==> src/rtl/wm_pkg.sv <==
package wm_pkg;
  localparam int unsigned RULE_HOLD  = 0;
  localparam int unsigned RULE_WDATA = 1;
  localparam int unsigned RULE_EARLY = 2;
  localparam int unsigned RULE_HANG  = 3;
  localparam int unsigned RULE_SEL   = 4;
  localparam int unsigned NUM_RULES  = 5;

  typedef enum logic [1:0] {
    TR_IDLE   = 2'b00,
    TR_BUSY   = 2'b01,
    TR_NONSEQ = 2'b10,
    TR_SEQ    = 2'b11
  } trans_e;
endpackage

==> src/rtl/wm_pipe.sv <==
module wm_pipe #(
  parameter int unsigned NSUB = 4
) (
  input  logic            clk_i,
  input  logic            rst_ni,
  input  logic            hready_i,
  input  logic [1:0]      htrans_i,
  input  logic            hwrite_i,
  input  logic [NSUB-1:0] hsel_i,
  output logic            seen_o,
  output logic            addr_act_o,
  output logic            dp_valid_o,
  output logic            dp_write_o,
  output logic [NSUB-1:0] dp_sel_o
);
  import wm_pkg::*;

  trans_e trans;
  assign trans      = trans_e'(htrans_i);
  assign addr_act_o = (trans == TR_NONSEQ) || (trans == TR_SEQ);

  always_ff @(posedge clk_i or negedge rst_ni) begin
    if (!rst_ni) begin
      seen_o     <= 1'b0;
      dp_valid_o <= 1'b0;
      dp_write_o <= 1'b0;
      dp_sel_o   <= '0;
    end else if (hready_i) begin
      seen_o     <= 1'b1;
      dp_valid_o <= addr_act_o;
      if (addr_act_o) begin
        dp_write_o <= hwrite_i;
        dp_sel_o   <= hsel_i;
      end
    end
  end
endmodule

==> src/rtl/wm_hold.sv <==
module wm_hold #(
  parameter int unsigned CTRL_W = 16,
  parameter int unsigned DW     = 32
) (
  input  logic              clk_i,
  input  logic              rst_ni,
  input  logic              en_i,
  input  logic              hready_i,
  input  logic              hresp_i,
  input  logic              addr_act_i,
  input  logic              dp_wr_i,
  input  logic [CTRL_W-1:0] ctrl_i,
  input  logic [DW-1:0]     wdata_i,
  output logic              viol_ctrl_o,
  output logic              viol_wdata_o
);
  logic [CTRL_W-1:0] ctrl_q;
  logic [DW-1:0]     wdata_q;
  logic              wait_addr_q, wait_wr_q, err_q;

  always_ff @(posedge clk_i or negedge rst_ni) begin
    if (!rst_ni) begin
      ctrl_q      <= '0;
      wdata_q     <= '0;
      wait_addr_q <= 1'b0;
      wait_wr_q   <= 1'b0;
      err_q       <= 1'b0;
    end else begin
      ctrl_q      <= ctrl_i;
      wdata_q     <= wdata_i;
      wait_addr_q <= !hready_i && addr_act_i;
      wait_wr_q   <= !hready_i && dp_wr_i;
      err_q       <= hresp_i;
    end
  end

  // second cycle of an ERROR response may cancel the pending transfer
  assign viol_ctrl_o  = en_i && wait_addr_q && !err_q && (ctrl_i != ctrl_q);
  assign viol_wdata_o = en_i && wait_wr_q && (wdata_i != wdata_q);
endmodule

==> src/rtl/wm_stall.sv <==
module wm_stall #(
  parameter int unsigned HANG_LIMIT = 64
) (
  input  logic clk_i,
  input  logic rst_ni,
  input  logic en_i,
  input  logic hready_i,
  output logic viol_o
);
  localparam int unsigned CW = $clog2(HANG_LIMIT + 1);
  localparam logic [CW-1:0] LIMIT_C = CW'(HANG_LIMIT);

  logic [CW-1:0] cnt_q;

  always_ff @(posedge clk_i or negedge rst_ni) begin
    if (!rst_ni)                 cnt_q <= '0;
    else if (!en_i || hready_i)  cnt_q <= '0;
    else if (cnt_q != LIMIT_C)   cnt_q <= cnt_q + 1'b1;
  end

  // cnt_q counts earlier low cycles of the current run
  assign viol_o = en_i && !hready_i && (cnt_q == LIMIT_C);
endmodule

==> src/rtl/wm_flags.sv <==
module wm_flags #(
  parameter int unsigned N = 5
) (
  input  logic         clk_i,
  input  logic         rst_ni,
  input  logic         clear_i,
  input  logic [N-1:0] viol_i,
  output logic [N-1:0] err_o,
  output logic         pulse_o
);
  always_ff @(posedge clk_i or negedge rst_ni) begin
    if (!rst_ni)      err_o <= '0;
    else if (clear_i) err_o <= '0;
    else              err_o <= err_o | viol_i;
  end

  assign pulse_o = |(viol_i & ~err_o);
endmodule

==> src/rtl/ahb_wait_monitor.sv <==
module ahb_wait_monitor #(
  parameter int unsigned AW         = 32,
  parameter int unsigned DW         = 32,
  parameter int unsigned NSUB       = 4,
  parameter int unsigned HANG_LIMIT = 64
) (
  input  logic                          clk_i,
  input  logic                          rst_ni,
  input  logic                          clear_i,
  input  logic [1:0]                    htrans_i,
  input  logic [AW-1:0]                 haddr_i,
  input  logic                          hwrite_i,
  input  logic [2:0]                    hsize_i,
  input  logic [2:0]                    hburst_i,
  input  logic [DW-1:0]                 hwdata_i,
  input  logic                          hready_i,
  input  logic                          hresp_i,
  input  logic [NSUB-1:0]               hsel_i,
  input  logic [NSUB-1:0]               resp_sel_i,
  input  logic                          rd_capture_i,
  output logic [wm_pkg::NUM_RULES-1:0]  err_o,
  output logic                          err_pulse_o
);
  import wm_pkg::*;

  localparam int unsigned CTRL_W = 2 + AW + 1 + 3 + 3;

  logic            seen, addr_act, dp_valid, dp_write;
  logic [NSUB-1:0] dp_sel;
  logic            v_hold, v_wdata, v_hang;
  logic [NUM_RULES-1:0] viol;

  wm_pipe #(.NSUB(NSUB)) i_pipe (
    .clk_i      (clk_i),
    .rst_ni     (rst_ni),
    .hready_i   (hready_i),
    .htrans_i   (htrans_i),
    .hwrite_i   (hwrite_i),
    .hsel_i     (hsel_i),
    .seen_o     (seen),
    .addr_act_o (addr_act),
    .dp_valid_o (dp_valid),
    .dp_write_o (dp_write),
    .dp_sel_o   (dp_sel)
  );

  wm_hold #(.CTRL_W(CTRL_W), .DW(DW)) i_hold (
    .clk_i        (clk_i),
    .rst_ni       (rst_ni),
    .en_i         (seen),
    .hready_i     (hready_i),
    .hresp_i      (hresp_i),
    .addr_act_i   (addr_act),
    .dp_wr_i      (dp_valid && dp_write),
    .ctrl_i       ({htrans_i, haddr_i, hwrite_i, hsize_i, hburst_i}),
    .wdata_i      (hwdata_i),
    .viol_ctrl_o  (v_hold),
    .viol_wdata_o (v_wdata)
  );

  wm_stall #(.HANG_LIMIT(HANG_LIMIT)) i_stall (
    .clk_i    (clk_i),
    .rst_ni   (rst_ni),
    .en_i     (seen),
    .hready_i (hready_i),
    .viol_o   (v_hang)
  );

  always_comb begin
    viol             = '0;
    viol[RULE_HOLD]  = v_hold;
    viol[RULE_WDATA] = v_wdata;
    viol[RULE_EARLY] = seen && rd_capture_i && !hready_i && dp_valid && !dp_write;
    viol[RULE_HANG]  = v_hang;
    viol[RULE_SEL]   = seen && dp_valid && hready_i && (resp_sel_i != dp_sel);
  end

  wm_flags #(.N(NUM_RULES)) i_flags (
    .clk_i   (clk_i),
    .rst_ni  (rst_ni),
    .clear_i (clear_i),
    .viol_i  (viol),
    .err_o   (err_o),
    .pulse_o (err_pulse_o)
  );
endmodule

==> config.mk <==
export PLATFORM = sky130hd
export DESIGN_NAME = ahb_wait_monitor
export DESIGN_NICKNAME = d
export VERILOG_FILES = /design/src/rtl/wm_pkg.sv /design/src/rtl/wm_pipe.sv /design/src/rtl/wm_hold.sv /design/src/rtl/wm_stall.sv /design/src/rtl/wm_flags.sv /design/src/rtl/ahb_wait_monitor.sv
export SDC_FILE = /design/constraint.sdc
export NUM_CORES = 1
export LEC_CHECK = 0
export CORE_MARGIN = 5
export CORE_UTILIZATION = 45
export CTS_BUF_LIST = sky130_fd_sc_hd__clkbuf_4
export DETAILED_ROUTE_END_ITERATION = 8
export GPL_TIMING_DRIVEN = 0
export PLACE_DENSITY = 0.76
export RECOVER_POWER = 25
export SETUP_SLACK_MARGIN = 0.1
export SLEW_MARGIN = 10
export SYNTH_ARGS = -nofsm -noshare
export SYNTH_HDL_FRONTEND = slang
export SYNTH_HIERARCHICAL = 1
export SYNTH_SLANG_ARGS = --single-unit
==> constraint.sdc <==
create_clock -name clk_i -period 1.88 [get_ports clk_i]
set_input_delay 0.376 -clock clk_i [delete_from_list [all_inputs] [get_ports clk_i]]
set_output_delay 0.376 -clock clk_i [all_outputs]
set_load 0.02 [all_outputs]
* Yosys cells after proc, flatten, opt, wreduce, memory -nomap -nowiden
Cells that the tools add are included.
W data, S select, Z words.
** Operators by class
- Multiplexer cells :: 3
- Add/sub/neg operators :: 1
- Equal/unequal tests :: 7
- Bitwise gates (word level) :: 3
- Reductions and logical operators :: 26
** Operators with widths (number)
- $ne A41 B41 Y1 :: 1
- $ne A32 B32 Y1 :: 1
- $logic_and A1 B1 Y1 :: 17
- $mux W7 :: 2
- $add A7 B1 Y7 const B :: 1
- $eq A7 B7 Y1 const B :: 1
- $ne A7 B7 Y1 const B :: 1
- $and A5 B5 Y5 :: 1
- $mux W5 :: 1
- $not A5 Y5 :: 1
- $or A5 B5 Y5 :: 1
- $reduce_or A5 Y1 :: 1
- $eq A2 B2 Y1 const B :: 2
- $logic_not A1 Y1 :: 4
- $ne A4 B4 Y1 :: 1
- $logic_or A1 B1 Y1 :: 2
- $reduce_and A2 Y1 :: 1
- $reduce_bool A2 Y1 :: 1
** Storage, ports and cells
- Output and inout port bits :: 6
- Bits of input ports :: 87
- Bits in registers :: 95
- Word-level logic and storage cells :: 51

* Depth between registers and ports, before layout
Gate-level depths: netlist of the first run.
- Depth in word-level cells :: 6
- Gate-level depth with buffers :: 7
- Mapped depth without buffers :: 7

* By module
Netlist of the first run, hierarchy kept.
** By module, submodules not included
- wm_hold :: area each 2721.4 um^2, sequential area each 1901.8 um^2, cells each 180, times used 1
- wm_stall :: area each 382.9 um^2, sequential area each 175.2 um^2, cells each 42, times used 1
- wm_pipe :: area each 280.3 um^2, sequential area each 175.2 um^2, cells each 17, times used 1
- wm_flags :: area each 200.2 um^2, sequential area each 125.1 um^2, cells each 22, times used 1
- ahb_wait_monitor :: area each 67.6 um^2, sequential area each 0.0 um^2, cells each 9, times used 1

* Worst setup path after synthesis of the first run
Ideal clock, no wire load.
- Path type :: input to output
- Start point :: input haddr_i[16]
- End point :: output err_pulse_o
- Buffers on the path :: 0
- Data arrival time :: 1733 ps
- Data required time :: 1504 ps
- Setup slack :: -229 ps
- Stages :: 7
- Cells stage by stage :: xor2_1 > nor4_1 > nand4_1 > nor3_1 > nor3_1 > a222oi_1 > o221ai_1
** On the way
- Word-level cells in the longest chain between the ends :: 4
** RTL lines
- start, declared :: line ahb_wait_monitor.sv:11 : input logic [AW-1:0] haddr_i,
- $ne A41 B41 Y1 :: line wm_hold.sv:38 : assign viol_ctrl_o = en_i && wait_addr_q && !err_q && (ctrl_i != ctrl_q);
- $logic_and A1 B1 Y1 :: line wm_hold.sv:38
- net v_hold :: line ahb_wait_monitor.sv:30 : logic v_hold, v_wdata, v_hang;
- $and A5 B5 Y5 :: line wm_flags.sv:17 : assign pulse_o = |(viol_i & ~err_o);
- $reduce_or A5 Y1 :: line wm_flags.sv:17
- end, declared :: line ahb_wait_monitor.sv:22 : output logic err_pulse_o
The timed path passes the listed nets, and every way through them passes these cells.

* Worst setup path after layout of the first run
- Start point :: input haddr_i[23]
- End point :: output err_pulse_o
The elaborated chain is that of the path after synthesis.

==> flow_metrics.py, run 1 <==
metrics = {
    "logic_synthesis": {
        "netlist_area_um2": 3650,
        "ys_seq_elements": 95,
        "avgSynthCellArea_um2": 13.5,
        "yosysWarningCount": 6,
        "ys_seq_area_share_pct": 65.1,
        "syn_nets": 359,
        "synth_cell_types": 28,
        "synthCells": 270,
    },
    "outcome": {
        "status": "finished with violations",
        "violations": "negative setup slack",
    },
    "drt": {
        "wl_per_cell_um": 14.4,
        "postRouteAntennaNets": 0,
        "firstDrtPassIters": 4,
        "drt_iter0_drc": 62,
        "vias": 2295,
        "drc": 0,
        "viasPerCell": 4.75,
        "totalWireLength_um": 6950,
    },
    "timing": {
        "layout_setup_ws_ns": -0.996,
        "fin_crit_ns": 2.88,
        "hold-worst-slack_ns": 0.318,
        "fmax_ghz": 0.348,
        "worst_slew_pin_slew_ns": 0.616,
        "slew_headroom_pct": 58.9,
        "fin_crit_sh_pct": 153,
        "slew_violations": 0,
        "tns_ns": -0.996,
        "setup_viol": 1,
        "rsz0062_at_grt": "yes",
        "skew_ns": 0.0112,
        "hold_violations": 0,
    },
    "worst_setup_path": {
        "cp-endpoint": "err_pulse_o",
        "reg2reg_slack_ns": 0.34,
        "r2r_start": "i_hold/ctrl_q[40]",
        "crit_top_cell": "nor3_2",
        "r2r.worst_path.cells": 7,
        "worstPathRequired_ns": 1.50,
        "worstSetupStartpointType": "input pin",
        "worstSetupStartpoint": "haddr_i[23]",
        "end_kind": "primary output",
        "crit_type": "in -> out",
        "critPathMaxFanout": 2,
        "crit_path_max_incr_delay_ns": 0.57,
        "r2r-end": "i_flags/err_o[0]",
        "critPathArrivalTime_ns": 2.50,
        "cpMaxStageDelayCell": "dlygate4sd3_1",
        "cp_cell_sequence": "dlygate4sd3_1 > xor2_1 > nor4_2 > nand4_1 > nor3_2 > nor3_2 > a222oi_1 > o221ai_2 > buf_4",
    },
    "clocking": {
        "clk_latency_ns": 0.41,
        "htree_levels": 3,
        "clockBufferDepth": 2,
        "cts_sinks": 95,
        "tritoncts": "done",
        "clkTransAtPathRegs_ns": 0.14,
        "clockRootBuffer": "clkbuf_4",
        "numCtsBuffers": 9,
        "cts_setup_buffers": 0,
    },
    "pwr": {
        "intPower_w": 0.00288,
        "power_frac_clock_pct": 27.8,
        "ir_drop_uv": 485,
        "combinationalPowerShare_pct": 13.9,
        "p_seq_share_pct": 58.3,
        "power.density_nw_per_um2": 774,
        "leakagePower_nw": 2.05,
        "swShare_pct": 24.2,
        "p_sw_w": 0.000920,
    },
    "floorplanning": {
        "fp.coreArea_um2": 7810,
        "initial_core_util_pct": 46.8,
        "fp.dieH_um": 100,
        "ios": 93,
        "die_w_um": 100,
        "placementRows": 32,
        "die_area_um2": 10000,
    },
    "global_routing": {
        "grt_pass1_wl_um": 11800,
        "antenna_found_initial": 1,
        "grt_usage_pct": 14.9,
        "grt_pass1_vias": 2620,
        "grt_max_degree": 49,
        "globalRouteOverflowTotal": 0,
    },
    "final_layout": {
        "fin_util_pct": 62.9,
        "fin_cells": 483,
        "syn2layout_area_growth_pct": 34.5,
        "fin_nets": 464,
        "fin_area_um2": 4910,
        "drive_above_1_share_pct": 8.95,
    },
    "worst_hold_path": {
        "min_path_type": "in -> reg",
    },
    "placed_design": {
        "port_buffers": 92,
        "place.gp.congestion": 0.790,
        "placed_cell_area_um2": 4730,
        "hpwl_um": 5310,
        "place_inst": 465,
    },
    "flow_run": {
        "drv_cap": 0,
    },
}
-- power groups by stage --
stage	sequential, W	combinational [W]	clock, W
after global placement	0.00225	0.000521	0
final	0.00221	0.000526	0.00106
after global routing	0.00223	0.000580	0.00118
after floorplan	0.00225	0.000217	0
after detailed placement	0.00226	0.000540	0
after CTS	0.00222	0.000544	0.00110
-- state kept, by name, indices dropped and copies added, names as in the netlist --
| name | cells |
|---|---|
| i_pipe/dp_sel_o | 4 |
| i_pipe/seen_o | 1 |
| i_hold/wait_addr_q | 1 |
| i_pipe/dp_write_o | 1 |
| i_pipe/dp_valid_o | 1 |
| i_hold/wdata_q | 32 |
| i_flags/err_o | 5 |
| i_hold/wait_wr_q | 1 |
| i_stall/cnt_q | 7 |
| i_hold/err_q | 1 |
| i_hold/ctrl_q | 41 |
-- cell families after synthesis --
family,Yosys count,synth area share (%)
DFF,95,65.1
xor gates and xnor gates,79,18.9
and+or+nand+nor,65,9.93
AOI/OAI and AO/OA,14,2.26
buffers and inverters,10,1.03
muxes,5,2.06
adders and majority gates,2,0.685
-- layout make-up --
cell class	instances	area [µm²]
Antenna cell	1	2.50
Buffer	2	7.51
Clock buffer	10	75.1
Clock inverter	6	60.1
Fill cell	624	2900
Inverter	8	30.0
Multi-Input combinational cell	165	1280
Sequential cell	95	2380
Tap cell	102	128
Timing Repair Buffer	94	946
-- worst min-delay path by stage --
stage / depth (start not counted) / endpoint / startpoint / slack (ns)
2_1_floorplan: 0 / i_flags/err_o[0] / rst_ni / 0.08
3_3_place_gp: 2 / i_flags/err_o[4] / i_flags/err_o[4] / 0.51
3_5_place_dp: 1 / i_hold/ctrl_q[33] / rst_ni / 0.43
4_1_cts: 1 / i_hold/ctrl_q[40] / htrans_i[1] / 0.28
5_1_grt: 1 / i_hold/ctrl_q[40] / htrans_i[1] / 0.27
6_report: 1 / i_hold/ctrl_q[40] / htrans_i[1] / 0.32
-- metal layers --
| metal | up-vias | share of wire, % | GRT usage, % |
|---|---|---|---|
| met5 | - | 0 | 0 |
| met4 | 0 | 1.2 | 5.39 |
| met3 | 8 | 7.5 | 5.14 |
| met2 | 76 | 49 | 24.4 |
| met1 | 1092 | 43 | 18.4 |
| li1 | 1119 | - | - |
-- layout by cell type, fill, tap and decap left out, drive strengths merged --
cell            n
bufinv          1
dlygate4sd2     6
or4             1
a21oi           6
dlygate4sd3    34
and2            2
mux2            5
clkbuf         12
xor2           43
a41oi           1
clkdlybuf4s50  51
buf             3
nand3           5
nor3            6
o221ai          1
dfrtp          95
nor4           12
inv             9
diode           1
clkinvlp        1
a222oi          1
nand4b          1
o21ai           5
ha              2
clkinv          3
nand4          10
nor2           14
or3             2
xnor2          36
or2             1
nand2b          2
nand2           6
nor2b           3
-- synthesized netlist by cell type, drive strengths merged --
| cell type | n | area (µm²) |
|---|---|---|
| or4 | 1 | 11.3 |
| a222oi | 1 | 10.0 |
| nand2 | 6 | 30.0 |
| xor2 | 43 | 377 |
| ha | 2 | 25.0 |
| xnor2 | 36 | 315 |
| o221ai | 1 | 8.76 |
| nor4 | 12 | 75.1 |
| nor2 | 14 | 52.6 |
| a41oi | 1 | 8.76 |
| nor3 | 6 | 35.0 |
| dfrtp | 95 | 2380 |
| nand4 | 10 | 62.6 |
| nand4b | 1 | 8.76 |
| and2 | 2 | 12.5 |
| clkbuf | 2 | 7.51 |
| or3 | 2 | 12.5 |
| inv | 8 | 30.0 |
| or2 | 1 | 6.26 |
| mux2 | 5 | 75.1 |
| a21oi | 6 | 30.0 |
| nand2b | 2 | 12.5 |
| nand3 | 5 | 25.0 |
| o21ai | 5 | 25.0 |
| nor2b | 3 | 18.8 |
-- worst max-delay path, delay by kind of cell --
family	cells	cell delay (ns)
AOI/OAI and AO/OA	2	0.51
buffers and inverters	2	0.75
and+or+nand+nor	4	0.70
xor gates and xnor gates	1	0.16
-- through the flow --
stage / worst slack, ns / power (W)
2_1_floorplan: -0.152 / 0.00247
3_5_place_dp: -1.52 / 0.00280
3_3_place_gp: -2.93 / 0.00277
4_1_cts: -1.00 / 0.00386
5_1_grt: -1.17 / 0.00399
6_report: -0.996 / 0.00380
-- repair_timing --
item,CTS,global route
endpoints found under the hold margin,47,0
gates resized for setup,14,4
setup endpoints to repair,6,1
pin swaps,6,6
hold buffers,1,0
No activity file was read; power rests on OpenSTA's default activity.
==> run 2: changes to the inputs <==
Settings changed: CELL_PAD_IN_SITES_DETAIL_PLACEMENT from default to 0, CELL_PAD_IN_SITES_GLOBAL_PLACEMENT from default to 1, CORE_UTILIZATION 45 to 36, CTS_CLUSTER_DIAMETER from default to 150.
==> flow_metrics.py, run 2 (synthesized netlist as in run 1, its figures left out) <==
metrics = {
    "outcome": {
        "status": "finished with violations",
        "violations": "negative setup slack",
    },
    "drt": {
        "postRouteAntennaNets": 0,
        "firstDrtPassIters": 4,
        "drc": 0,
        "wl_per_cell_um": 13.5,
        "vias": 2285,
        "totalWireLength_um": 6920,
        "drt_iter0_drc": 50,
        "viasPerCell": 4.45,
    },
    "floorplanning": {
        "initial_core_util_pct": 37.2,
        "die_w_um": 111,
        "placementRows": 36,
        "fp.dieH_um": 111,
        "ios": 93,
        "die_area_um2": 12300,
        "fp.coreArea_um2": 9820,
    },
    "worst_hold_path": {
        "min_path_type": "in -> reg",
        "whs_path_depth": 1,
    },
    "clocking": {
        "htree_levels": 3,
        "clockRootBuffer": "clkbuf_4",
        "clk_latency_ns": 0.42,
        "clkTransAtPathRegs_ns": 0.13,
        "tritoncts": "done",
        "cts_setup_buffers": 0,
        "numCtsBuffers": 9,
        "cts_sinks": 95,
        "clockBufferDepth": 2,
    },
    "timing": {
        "hold_violations": 0,
        "fmax_ghz": 0.333,
        "fin_crit_ns": 3.00,
        "fin_crit_sh_pct": 160,
        "worst_slew_pin_slew_ns": 0.645,
        "slew_violations": 0,
        "skew_ns": 0.0206,
        "rsz0062_at_grt": "yes",
        "hold-worst-slack_ns": 0.326,
        "setup_viol": 1,
        "slew_headroom_pct": 57.0,
        "layout_setup_ws_ns": -1.12,
    },
    "worst_setup_path": {
        "worstSetupStartpointType": "input pin",
        "r2r_start": "i_hold/ctrl_q[22]",
        "worstPathRequired_ns": 1.50,
        "cp-endpoint": "err_pulse_o",
        "cpLargestDelayFamily": "buffers and inverters",
        "crit_type": "in -> out",
        "critPathArrivalTime_ns": 2.62,
        "end_kind": "primary output",
        "reg2reg_slack_ns": 0.29,
        "r2r.worst_path.cells": 7,
        "r2r-end": "i_flags/err_o[0]",
        "worstSetupStartpoint": "haddr_i[5]",
        "cp_cell_sequence": "dlygate4sd3_1 > xor2_1 > nor4_2 > nand4_1 > nor3_4 > nor3_2 > a222oi_1 > o221ai_2 > buf_2",
        "cpMaxStageDelayCell": "dlygate4sd3_1",
        "cp.buffers_inverters": 2,
        "crit_path_max_incr_delay_ns": 0.56,
        "cp.depth": 9,
        "critPathMaxFanout": 2,
    },
    "flow_run": {
        "drv_cap": 0,
    },
    "global_routing": {
        "grt_pass1_vias": 2448,
        "antenna_found_initial": 0,
        "grt_max_degree": 50,
        "grt_pass1_wl_um": 11700,
        "globalRouteOverflowTotal": 0,
        "grt_usage_pct": 11.7,
    },
    "final_layout": {
        "top_register": "i_hold/ctrl_q",
        "syn2layout_area_growth_pct": 36.1,
        "fin_nets": 464,
        "diodes": 0,
        "fill_cells": 903,
        "layout_commonest_cell": "dfrtp_1",
        "drive_above_1_share_pct": 8.68,
        "final_cell_mix": "dfrtp_1 (95), clkdlybuf4s50_1 (53), xor2_1 (43)",
        "fin_area_um2": 4970,
        "top_regs": "i_hold/ctrl_q: 41 flops, i_hold/wdata_q: 32 flops, i_stall/cnt_q: 7 flops",
        "largest_reg_flops": 41,
        "fin_util_pct": 50.6,
    },
    "placed_design": {
        "port_buffers": 92,
        "placed_cell_area_um2": 4770,
        "place.gp.congestion": 0.723,
        "hpwl_um": 5390,
    },
    "pwr": {
        "leakagePower_nw": 2.08,
        "power.density_nw_per_um2": 792,
        "ir_drop_uv": 351,
    },
}
## run 2: how the worst min path moves through the flow
stage,startpoint,to
global placement,i_flags/err_o[4],i_flags/err_o[4]
CTS,htrans_i[1],i_hold/ctrl_q[40]
finish,htrans_i[1],i_hold/ctrl_q[40]
floorplan,rst_ni,i_flags/err_o[0]
global route,htrans_i[1],i_hold/ctrl_q[40]
detailed placement,rst_ni,i_hold/ctrl_q[36]
## run 2: final cells by class
cell class	instances	area, µm²	area share [%]
Timing Repair Buffer	94	945	19.0
Multi-Input combinational cell	165	1280	25.8
Clock inverter	6	85.1	1.71
Inverter	8	30.0	0.604
Clock buffer	10	75.1	1.51
Sequential cell	95	2380	47.8
Buffer	2	7.51	0.151
Tap cell	133	166	3.35
## run 2: metrics by stage
step                      total power (W)  TNS, ns  setup WS (ns)  instances
after floorplan                   0.00247   -0.152         -0.152        270
after global placement            0.00278  -294.69          -3.08        495
after detailed placement          0.00280    -2.50          -1.82        496
after CTS                         0.00401    -1.21          -1.21        513
after global routing              0.00415    -1.36          -1.35        513
final                             0.00394    -1.12          -1.12        513
## run 2: per-layer routing
metal / GRT usage [%] / share of wire (%) / up-vias
met4: 3.20 / 0.62 / 0
met2: 17.8 / 46 / 70
met5: 0 / 0 / -
met3: 4.80 / 7.3 / 4
li1: - / - / 1118
met1: 15.5 / 46 / 1093
## run 2: power breakdown
group | leakage (nW) | total (W) | internal (W) | switching [W]
combinational | 0.860 | 0.000520 | 0.000307 | 0.000213
clock | 0.0840 | 0.00120 | 0.000551 | 0.000653
sequential | 1.13 | 0.00221 | 0.00215 | 0.0000597
## run 2: what timing repair did
item	CTS	global route
hold buffers	1	0
setup endpoints to repair	7	2
endpoints found under the hold margin	48	0
pin swaps	6	3
gates resized for setup	13	3
